--- src/rtl/sio_pkg.sv ---
package sio_pkg;

    localparam int DEF_LANE_W = 9;
    localparam int DEF_LANES  = 2;
    localparam int DEF_DEPTH  = 16;

    typedef enum logic [1:0] {
        OP_NOP   = 2'd0,
        OP_READ  = 2'd1,
        OP_WRITE = 2'd2
    } op_e;

    function automatic op_e decode_op(input logic load_n, input logic rd_wr);
        if (load_n) return OP_NOP;
        return rd_wr ? OP_READ : OP_WRITE;
    endfunction

    function automatic int unsigned wrap_next(input int unsigned a, input int unsigned depth);
        return (a + 1 >= depth) ? 0 : a + 1;
    endfunction

endpackage

--- src/rtl/sio_wr_capture.sv ---
module sio_wr_capture import sio_pkg::*; #(
    parameter int LANE_W = DEF_LANE_W,
    parameter int LANES  = DEF_LANES,
    parameter int DEPTH  = DEF_DEPTH,
    localparam int DATA_W = LANE_W * LANES,
    localparam int ADDR_W = $clog2(DEPTH)
) (
    input  logic              k,
    input  logic              rst,
    input  op_e               op,
    input  logic [ADDR_W-1:0] addr,
    input  logic [DATA_W-1:0] d,
    input  logic [LANES-1:0]  bw_n,
    output logic              wr_pend,
    output logic [ADDR_W-1:0] wr_addr,
    output logic [DATA_W-1:0] wr_d0,
    output logic [LANES-1:0]  wr_m0,
    output logic [DATA_W-1:0] wr_d1,
    output logic [LANES-1:0]  wr_m1
);
    // first beat with the command on the rising edge
    always_ff @(posedge k) begin
        if (rst) begin
            wr_pend <= 1'b0;
        end else begin
            wr_pend <= (op == OP_WRITE);
        end
        if (op == OP_WRITE) begin
            wr_addr <= addr;
            wr_d0   <= d;
            wr_m0   <= ~bw_n;
        end
    end

    // second beat on the falling edge of the same cycle
    always_ff @(negedge k) begin
        wr_d1 <= d;
        wr_m1 <= ~bw_n;
    end

    // captured address holds while no new write arrives
    assert_wr_hold_R3: assert property (@(posedge k) disable iff (rst)
        (op != OP_WRITE) |=> $stable(wr_addr));

endmodule

--- src/rtl/sio_array.sv ---
module sio_array import sio_pkg::*; #(
    parameter int LANE_W = DEF_LANE_W,
    parameter int LANES  = DEF_LANES,
    parameter int DEPTH  = DEF_DEPTH,
    localparam int DATA_W = LANE_W * LANES,
    localparam int ADDR_W = $clog2(DEPTH)
) (
    input  logic              k,
    input  logic              rst,
    input  op_e               op,
    input  logic [ADDR_W-1:0] addr,
    input  logic              wr_pend,
    input  logic [ADDR_W-1:0] wr_addr,
    input  logic [DATA_W-1:0] wr_d0,
    input  logic [LANES-1:0]  wr_m0,
    input  logic [DATA_W-1:0] wr_d1,
    input  logic [LANES-1:0]  wr_m1,
    output logic              rd_pend,
    output logic [DATA_W-1:0] rd_w0,
    output logic [DATA_W-1:0] rd_w1
);
    logic [LANES-1:0][LANE_W-1:0] mem [DEPTH];
    logic [ADDR_W-1:0] rd_addr;
    logic [ADDR_W-1:0] wr_addr_nx;
    logic [ADDR_W-1:0] rd_addr_nx;

    always_comb begin
        wr_addr_nx = ADDR_W'(wrap_next(int'(wr_addr), DEPTH));
        rd_addr_nx = ADDR_W'(wrap_next(int'(rd_addr), DEPTH));
    end

    // commit both beats of the previous cycle's write, per lane
    always_ff @(posedge k) begin
        if (!rst && wr_pend) begin
            for (int g = 0; g < LANES; g++) begin
                if (wr_m0[g]) mem[wr_addr][g]    <= wr_d0[g*LANE_W +: LANE_W];
                if (wr_m1[g]) mem[wr_addr_nx][g] <= wr_d1[g*LANE_W +: LANE_W];
            end
        end
    end

    // read: address on command edge, data registered on the next edge
    always_ff @(posedge k) begin
        if (rst) begin
            rd_pend <= 1'b0;
            rd_w0   <= '0;
            rd_w1   <= '0;
        end else begin
            rd_pend <= (op == OP_READ);
            if (op == OP_READ) rd_addr <= addr;
            if (rd_pend) begin
                rd_w0 <= mem[rd_addr];
                rd_w1 <= mem[rd_addr_nx];
            end else begin
                rd_w0 <= '0;
                rd_w1 <= '0;
            end
        end
    end

endmodule

--- src/rtl/sio_out_drive.sv ---
module sio_out_drive import sio_pkg::*; #(
    parameter int LANE_W = DEF_LANE_W,
    parameter int LANES  = DEF_LANES,
    localparam int DATA_W = LANE_W * LANES
) (
    input  logic              k,
    input  logic              c,
    input  logic              c_n,
    input  logic [DATA_W-1:0] w0,
    input  logic [DATA_W-1:0] w1,
    output logic [DATA_W-1:0] q,
    output logic              cq,
    output logic              cq_n
);
    logic phase_hi;

    always_comb begin
        phase_hi = (c && c_n) ? k : c;
        q        = phase_hi ? w0 : w1;
        cq       = phase_hi;
        cq_n     = ~phase_hi;
    end

endmodule

--- src/rtl/sio_ddr_sram.sv ---
module sio_ddr_sram import sio_pkg::*; #(
    parameter int LANE_W = DEF_LANE_W,
    parameter int LANES  = DEF_LANES,
    parameter int DEPTH  = DEF_DEPTH,
    localparam int DATA_W = LANE_W * LANES,
    localparam int ADDR_W = $clog2(DEPTH)
) (
    input  logic              k,
    input  logic              rst,
    input  logic              ld_n,
    input  logic              rw,
    input  logic [ADDR_W-1:0] addr,
    input  logic [DATA_W-1:0] d,
    input  logic [LANES-1:0]  bw_n,
    input  logic              c,
    input  logic              c_n,
    output logic [DATA_W-1:0] q,
    output logic              cq,
    output logic              cq_n
);
    op_e               cur_op;
    logic              wr_pend;
    logic [ADDR_W-1:0] wr_addr;
    logic [DATA_W-1:0] wr_d0, wr_d1;
    logic [LANES-1:0]  wr_m0, wr_m1;
    logic              rd_pend;
    logic [DATA_W-1:0] rd_w0, rd_w1;

    always_comb cur_op = decode_op(ld_n, rw);

    sio_wr_capture #(.LANE_W(LANE_W), .LANES(LANES), .DEPTH(DEPTH)) cap_i (
        .k(k), .rst(rst), .op(cur_op), .addr(addr), .d(d), .bw_n(bw_n),
        .wr_pend(wr_pend), .wr_addr(wr_addr), .wr_d0(wr_d0), .wr_m0(wr_m0),
        .wr_d1(wr_d1), .wr_m1(wr_m1)
    );

    sio_array #(.LANE_W(LANE_W), .LANES(LANES), .DEPTH(DEPTH)) arr_i (
        .k(k), .rst(rst), .op(cur_op), .addr(addr),
        .wr_pend(wr_pend), .wr_addr(wr_addr), .wr_d0(wr_d0), .wr_m0(wr_m0),
        .wr_d1(wr_d1), .wr_m1(wr_m1),
        .rd_pend(rd_pend), .rd_w0(rd_w0), .rd_w1(rd_w1)
    );

    sio_out_drive #(.LANE_W(LANE_W), .LANES(LANES)) drv_i (
        .k(k), .c(c), .c_n(c_n), .w0(rd_w0), .w1(rd_w1),
        .q(q), .cq(cq), .cq_n(cq_n)
    );

    // deselect gives idle words during the cycle after the next edge
    assert_deselect_idle_R1: assert property (@(posedge k) disable iff (rst)
        ld_n |=> ##1 (rd_w0 == '0 && rd_w1 == '0));

    // one command per cycle: never a write commit and a read fetch together
    assert_single_op_R6: assert property (@(posedge k) disable iff (rst)
        $onehot0({wr_pend, rd_pend}));

    // read right after a full-mask write to the same address sees its first beat
    assert_raw_forward_R7: assert property (@(posedge k) disable iff (rst)
        (cur_op == OP_READ && $past(cur_op) == OP_WRITE && !$past(rst) &&
         addr == $past(addr) && $past(bw_n) == '0)
        |=> ##1 (rd_w0 == $past(d, 3)));

    // echo clock follows k while the output pair is tied high
    assert_echo_bypass_R9: assert property (@(negedge k) disable iff (rst)
        (c && c_n) |-> (cq && !cq_n));

endmodule

--- config.mk ---
export PLATFORM = sky130hd
export DESIGN_NAME = sio_ddr_sram
export DESIGN_NICKNAME = d
export VERILOG_FILES = /design/src/rtl/sio_pkg.sv /design/src/rtl/sio_wr_capture.sv /design/src/rtl/sio_array.sv /design/src/rtl/sio_out_drive.sv /design/src/rtl/sio_ddr_sram.sv
export SDC_FILE = /design/constraint.sdc
export NUM_CORES = 1
export LEC_CHECK = 0
export BUFFER_PORTS_ARGS = -buffer_cell sky130_fd_sc_hd__buf_4
export CORE_MARGIN = 5
export CORE_UTILIZATION = 25
export DETAILED_ROUTE_END_ITERATION = 8
export GPL_ROUTABILITY_DRIVEN = 0
export PLACE_DENSITY = 0.47
export SLEW_MARGIN = 20
export SYNTH_ARGS = -nofsm -noshare
export SYNTH_HDL_FRONTEND = slang
export SYNTH_SLANG_ARGS = --single-unit
--- constraint.sdc ---
create_clock -name k -period 3.05 [get_ports k]
set_clock_uncertainty 0.1 [all_clocks]
set_input_delay 0.305 -clock k [delete_from_list [all_inputs] [get_ports k]]
set_output_delay 0.305 -clock k [all_outputs]
set_load 0.01 [all_outputs]
Word level (Yosys, flattened, before mapping):

Memory sizes are Yosys's and may differ from the RTL's. A register that Yosys moved wholly into a read port is not among the register bits.
Index checks and enable logic that the tools add are counted.

* output and inout port bits: 20
* register bits after elaboration: 50
* logic and storage cells: 44
* memories: 1
* RAM bits: 288

* bitwise operators: 4
* $lt $le $gt $ge: 2
* mux-type cells: 20
* equal/unequal tests: 2
* add/subtract/negate cells: 2
* reductions and logical operators: 5

Memories
* arr_i.mem: words 16, bits a word 18, read ports 2, clocked after memory_dff 2, wr ports 2, line sio_array.sv:22 `logic [LANES-1:0][LANE_W-1:0] mem [DEPTH];`

Operators with widths (count)
* 18-bit two-way mux: 1
* 1-bit two-way mux: 14
* 4-bit by 1-bit adder with 5-bit output, second input constant: 2
* 5-bit greater-or-equal comparator, second input constant: 2
* 4-bit two-way mux: 2
* 2-bit two-way mux: 3
* 1-bit NOT: 3
* 2-bit by 1-bit == test with 1-bit output, second input constant: 1
* 2-bit == test, second input constant: 1
* 1-bit logical AND: 2
* 2-bit NOT: 1
* 2-bit AND reduction: 1
* 2-bit OR reduction: 1
* 1-bit logical NOT: 1

Depth between registers and ports, before layout:

* depth in word-level cells: 4
* depth in mapped cells: 9
* mapped depth without buffers: 6

Cells and area by module:

A second synthesis with hierarchy kept.

* cell total of the unflattened synthesis: 1567
* area, all modules: 21339.2 um^2

By module, submodules not included
* sio_array: seq. area each 9509.1 um^2, area an instance 19909.1 um^2, times used 1, cells each 1492
* sio_wr_capture: seq. area each 1141.1 um^2, area an instance 1171.1 um^2, times used 1, cells each 50
* sio_out_drive: seq. area each 0.0 um^2, area an instance 241.5 um^2, times used 1, cells each 23
* sio_ddr_sram: seq. area each 0.0 um^2, area an instance 17.5 um^2, times used 1, cells each 2

==> Implementation_results.wiki <==
{| class="wikitable"
! Metric !! Value
|-
| Number of cells on the worst reg-to-reg path || 6
|-
| Family with the most delay on the worst path || buffers and inverters
|-
| Critical R2R Capture || arr_i.mem[1][1]
|-
| Critical Path End Type || flip-flop
|-
| Total I/O pin count || 50
|-
| Number of max-cap violations || 0
|-
| Net count of the mapped netlist || 1633
|-
| Peak ir drop on the vdd network || ~0.37 mV
|-
| Kind of launch point of the worst setup path || flip-flop
|-
| Synthesized flop and latch total || about 370
|-
| Leakage || around 0.0096 uW
|-
| HPWL after DPL || 50010 um
|-
| Routed Wire Length || ~76000 um
|-
| Source of the critical timing path || cap_i.wr_m1[0]
|-
| Synthesis Warnings || 0
|-
| Final setup slack of the worst path || -0.1609 ns
|-
| Area overhead of the layout relative to synthesis || 29.62%
|-
| Area of the core || about 85000 um^2
|-
| Count of flip-flops with a built-in enable after synthesis || roughly 320
|-
| Worst reg2reg path startpoint || cap_i.wr_m1[0]
|-
| Initial Utilization || 0.2511
|-
| Count of different cell masters after synthesis || 40
|-
| Remaining antenna violation count after routing || 0
|-
| Setup repair after global routing missed its margin || true
|-
| CTS clock-pin slew for the worst setup and hold paths || 0.06 ns
|-
| Detailed router's first-iteration violation count || 1366
|-
| Average wire per cell in the routed design || about 26 um
|-
| Power density normalized to cell area || around 470 nW/um^2
|-
| Leading register cell type out of synthesis || edfxtp_1
|-
| Die Span X || roughly 300 um
|-
| Buffer and inverter count on the worst path || 3
|-
| Area contributors post-synth || edfxtp_1 (45%), mux2_2 (17%), mux4_2 (11%)
|-
| Number of cells on the critical path || 6
|-
| Port buffer count || between 40 and 50
|-
| Clock tree from TritonCTS || built
|-
| Path class of the lowest-slack min-delay path || primary input to flip-flop
|-
| Max-slew violations || 0
|-
| Reg-to-reg slack, setup || -0.16 ns
|-
| Worst-path fanout max || 9
|-
| WP data required || around 3.3 ns
|-
| CP max-delay cell || dfxtp_2
|-
| Post-DR vias/cell || 5.185
|-
| Cell row count || between 100 and 150
|-
| Status || complete, but fails checks
|-
| Relative slew slack || 0.2975
|-
| Arrival time reported for the critical path endpoint || 3.49 ns
|-
| Via count || approximately 15000
|-
| Full die area || between 90000 and 100000 um^2
|-
| Vias in the first global route || around 16000
|-
| Worst slack at placement || -1.072 ns
|-
| First-pass GRT wire length || 108600 um
|-
| Remaining design rule violation count || 0
|-
| Setup Viol. Count Final || around 440
|-
| Final hold slack || approximately 0.27 ns
|-
| Clock latency reported for the late side of the worst-skew pair || around 0.73 ns
|-
| Final setup TNS || -28.33 ns
|-
| Sequential area share after synthesis || 0.4997
|-
| Most area-hungry cell type in the Yosys netlist || edfxtp_1
|-
| Overall global routing resource usage || 0.1606
|-
| Worst setup path category || flip-flop to flip-flop
|-
| Final hold viol count || 0
|-
| Largest net degree at the start of global routing || 65
|-
| Y dimension of the die || a little over 300 um
|-
| Cells traversed along the worst timing path || and2_4 -> buf_12 -> nand2_8 -> buf_16 -> o21ai_4 -> clkbuf_16
|-
| Synth Cell Area || 21310 um^2
|-
| End-of-flow core utilization || 0.3255
|-
| Sum of overflow across all layers after global routing || 0
|-
| Share of the synthesized area in the top cell type || 0.4452
|-
| Share of final-layout standard cells stronger than drive strength 1 || 0.4467
|-
| Stage delay of the slowest cell on the critical path || ~0.34 ns
|-
| Share of async-settable or async-resettable flops after synthesis || 0
|-
| Antenna violations before repair || 2
|-
| Count of mapped cells out of synthesis || roughly 1600
|-
| Setup crit end || arr_i.mem[1][1]
|-
| Avg Cell Area, Syn || about 13 um^2
|-
| Number of nets in the final layout || about 1800
|-
| Worst Tran Pin Value || 1.044 ns
|-
| Violations in the final reports || negative setup slack
|-
| Pre-antenna DRT Iters || 5
|}
==> report_power, final <==
group / switching, uW / leakage, uW / internal, uW / total, uW
registers: 142 / 0.00333 / 5610 / 5760
clock network: 2450 / 0.00136 / 3610 / 6050
logic: 577 / 0.00489 / 578 / 1160
==> cell usage in the layout, fill, tap and decap left out, types with 19 or more instances in the layout <==
cell | synthesis | layout
mux2_2 | 324 | 287
buf_6 | 0 | 30
a221oi_1 | 36 | 36
clkbuf_16 | 0 | 69
mux2_4 | 0 | 37
o21ai_0 | 59 | 36
nand2_1 | 194 | 162
inv_1 | 5 | 24
a22oi_1 | 36 | 36
and2_1 | 20 | 19
dlygate4sd3_1 | 0 | 29
mux4_2 | 108 | 108
nand3_1 | 78 | 78
dfxtp_1 | 58 | 56
nor2b_1 | 25 | 25
nand2_2 | 0 | 26
clkinv_1 | 1 | 21
buf_12 | 0 | 58
buf_4 | 5 | 107
edfxtp_1 | 316 | 316
mux2i_1 | 90 | 90
==> per-layer routing <==
metal,global-route usage,part of all wire
met5,0,0.00017
met4,0.06540,0.034
met3,0.03711,0.079
met2,0.2403,0.45
met1,0.2249,0.44
==> registers in the layout, indices dropped and copies added, names as in the netlist <==
| signal | flops |
|---|---|
| arr_i.mem | 288 |
| arr_i.rd_w0 | 18 |
| arr_i.rd_w1 | 18 |
| cap_i.wr_d0 | 18 |
| cap_i.wr_d1 | 18 |
| arr_i.rd_addr | 4 |
| cap_i.wr_addr | 4 |
| cap_i.wr_m0 | 2 |
| cap_i.wr_m1 | 2 |
| arr_i.rd_pend | 1 |
| cap_i.wr_pend | 1 |
==> metrics by stage <==
step                area (um^2)  power (uW)  instances
finish                    27630       12970       2975
global route              27620       13420       2973
CTS                       27070       13110       2960
detailed placement        24420        7049       2789
global placement          24420        7026       2789
floorplan                 21490        6629       1602
==> Yosys cell counts, types with 2 or more instances <==
library cell / number
nor2_2: 10
nor3b_1: 3
buf_1: 11
a31oi_1: 18
dfxtp_1: 58
a211oi_1: 18
edfxtp_1: 316
nor3_1: 6
mux2i_1: 90
buf_4: 5
mux4_2: 108
nand2_1: 194
or2_2: 5
o22ai_1: 10
nor2_1: 10
clkbuf_4: 2
nand2b_1: 5
inv_1: 5
clkbuf_1: 81
and2_1: 20
buf_2: 39
nand3_1: 78
a22oi_1: 36
o2111ai_1: 18
o21ai_0: 59
nor2b_1: 25
mux2_2: 324
a221oi_1: 36
==> cell type report <==
class | count | area, um^2
fill | 8373 | 57250
multi-input combinational | 1083 | 10700
sequential | 374 | 10650
timing repair buffer | 210 | 2582
clock buffer | 96 | 1872
tap | 1144 | 1431
clock inverter | 61 | 362.8
inverter | 5 | 18.77
antenna | 2 | 5.005
==> worst min path at each step <==
| stage | start | endpoint | slack [ns] | cells after the start |
|---|---|---|---|---|
| floorplan | rst | cap_i.wr_pend | 0.28 | 1 |
| global placement | d[7] | cap_i.wr_d0[7] | 0.39 | 1 |
| detailed placement | d[11] | cap_i.wr_d0[11] | 0.39 | 1 |
| CTS | d[7] | cap_i.wr_d0[7] | 0.23 | 2 |
| global route | d[7] | cap_i.wr_d0[7] | 0.24 | 2 |
| finish | d[7] | cap_i.wr_d0[7] | 0.27 | 2 |
==> logic make-up (layout without fill, tap and decap cells) <==
family / count (synthesis) / after routing / share of synthesized area
muxes: 522 / 522 / 0.3276
DFF: 374 / 374 / 0.4997
and+or+nand+nor: 362 / 363 / 0.07843
AOI/OAI and AO/OA: 196 / 196 / 0.06399
buffers and inverters: 146 / 372 / 0.02929
adders and majority gates: 1 / 1 / 0.0005870
xor gates and xnor gates: 1 / 1 / 0.0004110
other: 0 / 2 / 0
==> what timing repair did <==
item                                   4_1_cts  5_1_grt
endpoints found under the hold margin       34        0
hold buffers                                29        0
gates resized for setup                     77       79
buffers inserted                             7        1
setup endpoints to repair                  554      567
cloned                                       6       12
pin swaps                                   15       12
Power figures use the tool's default switching activity.
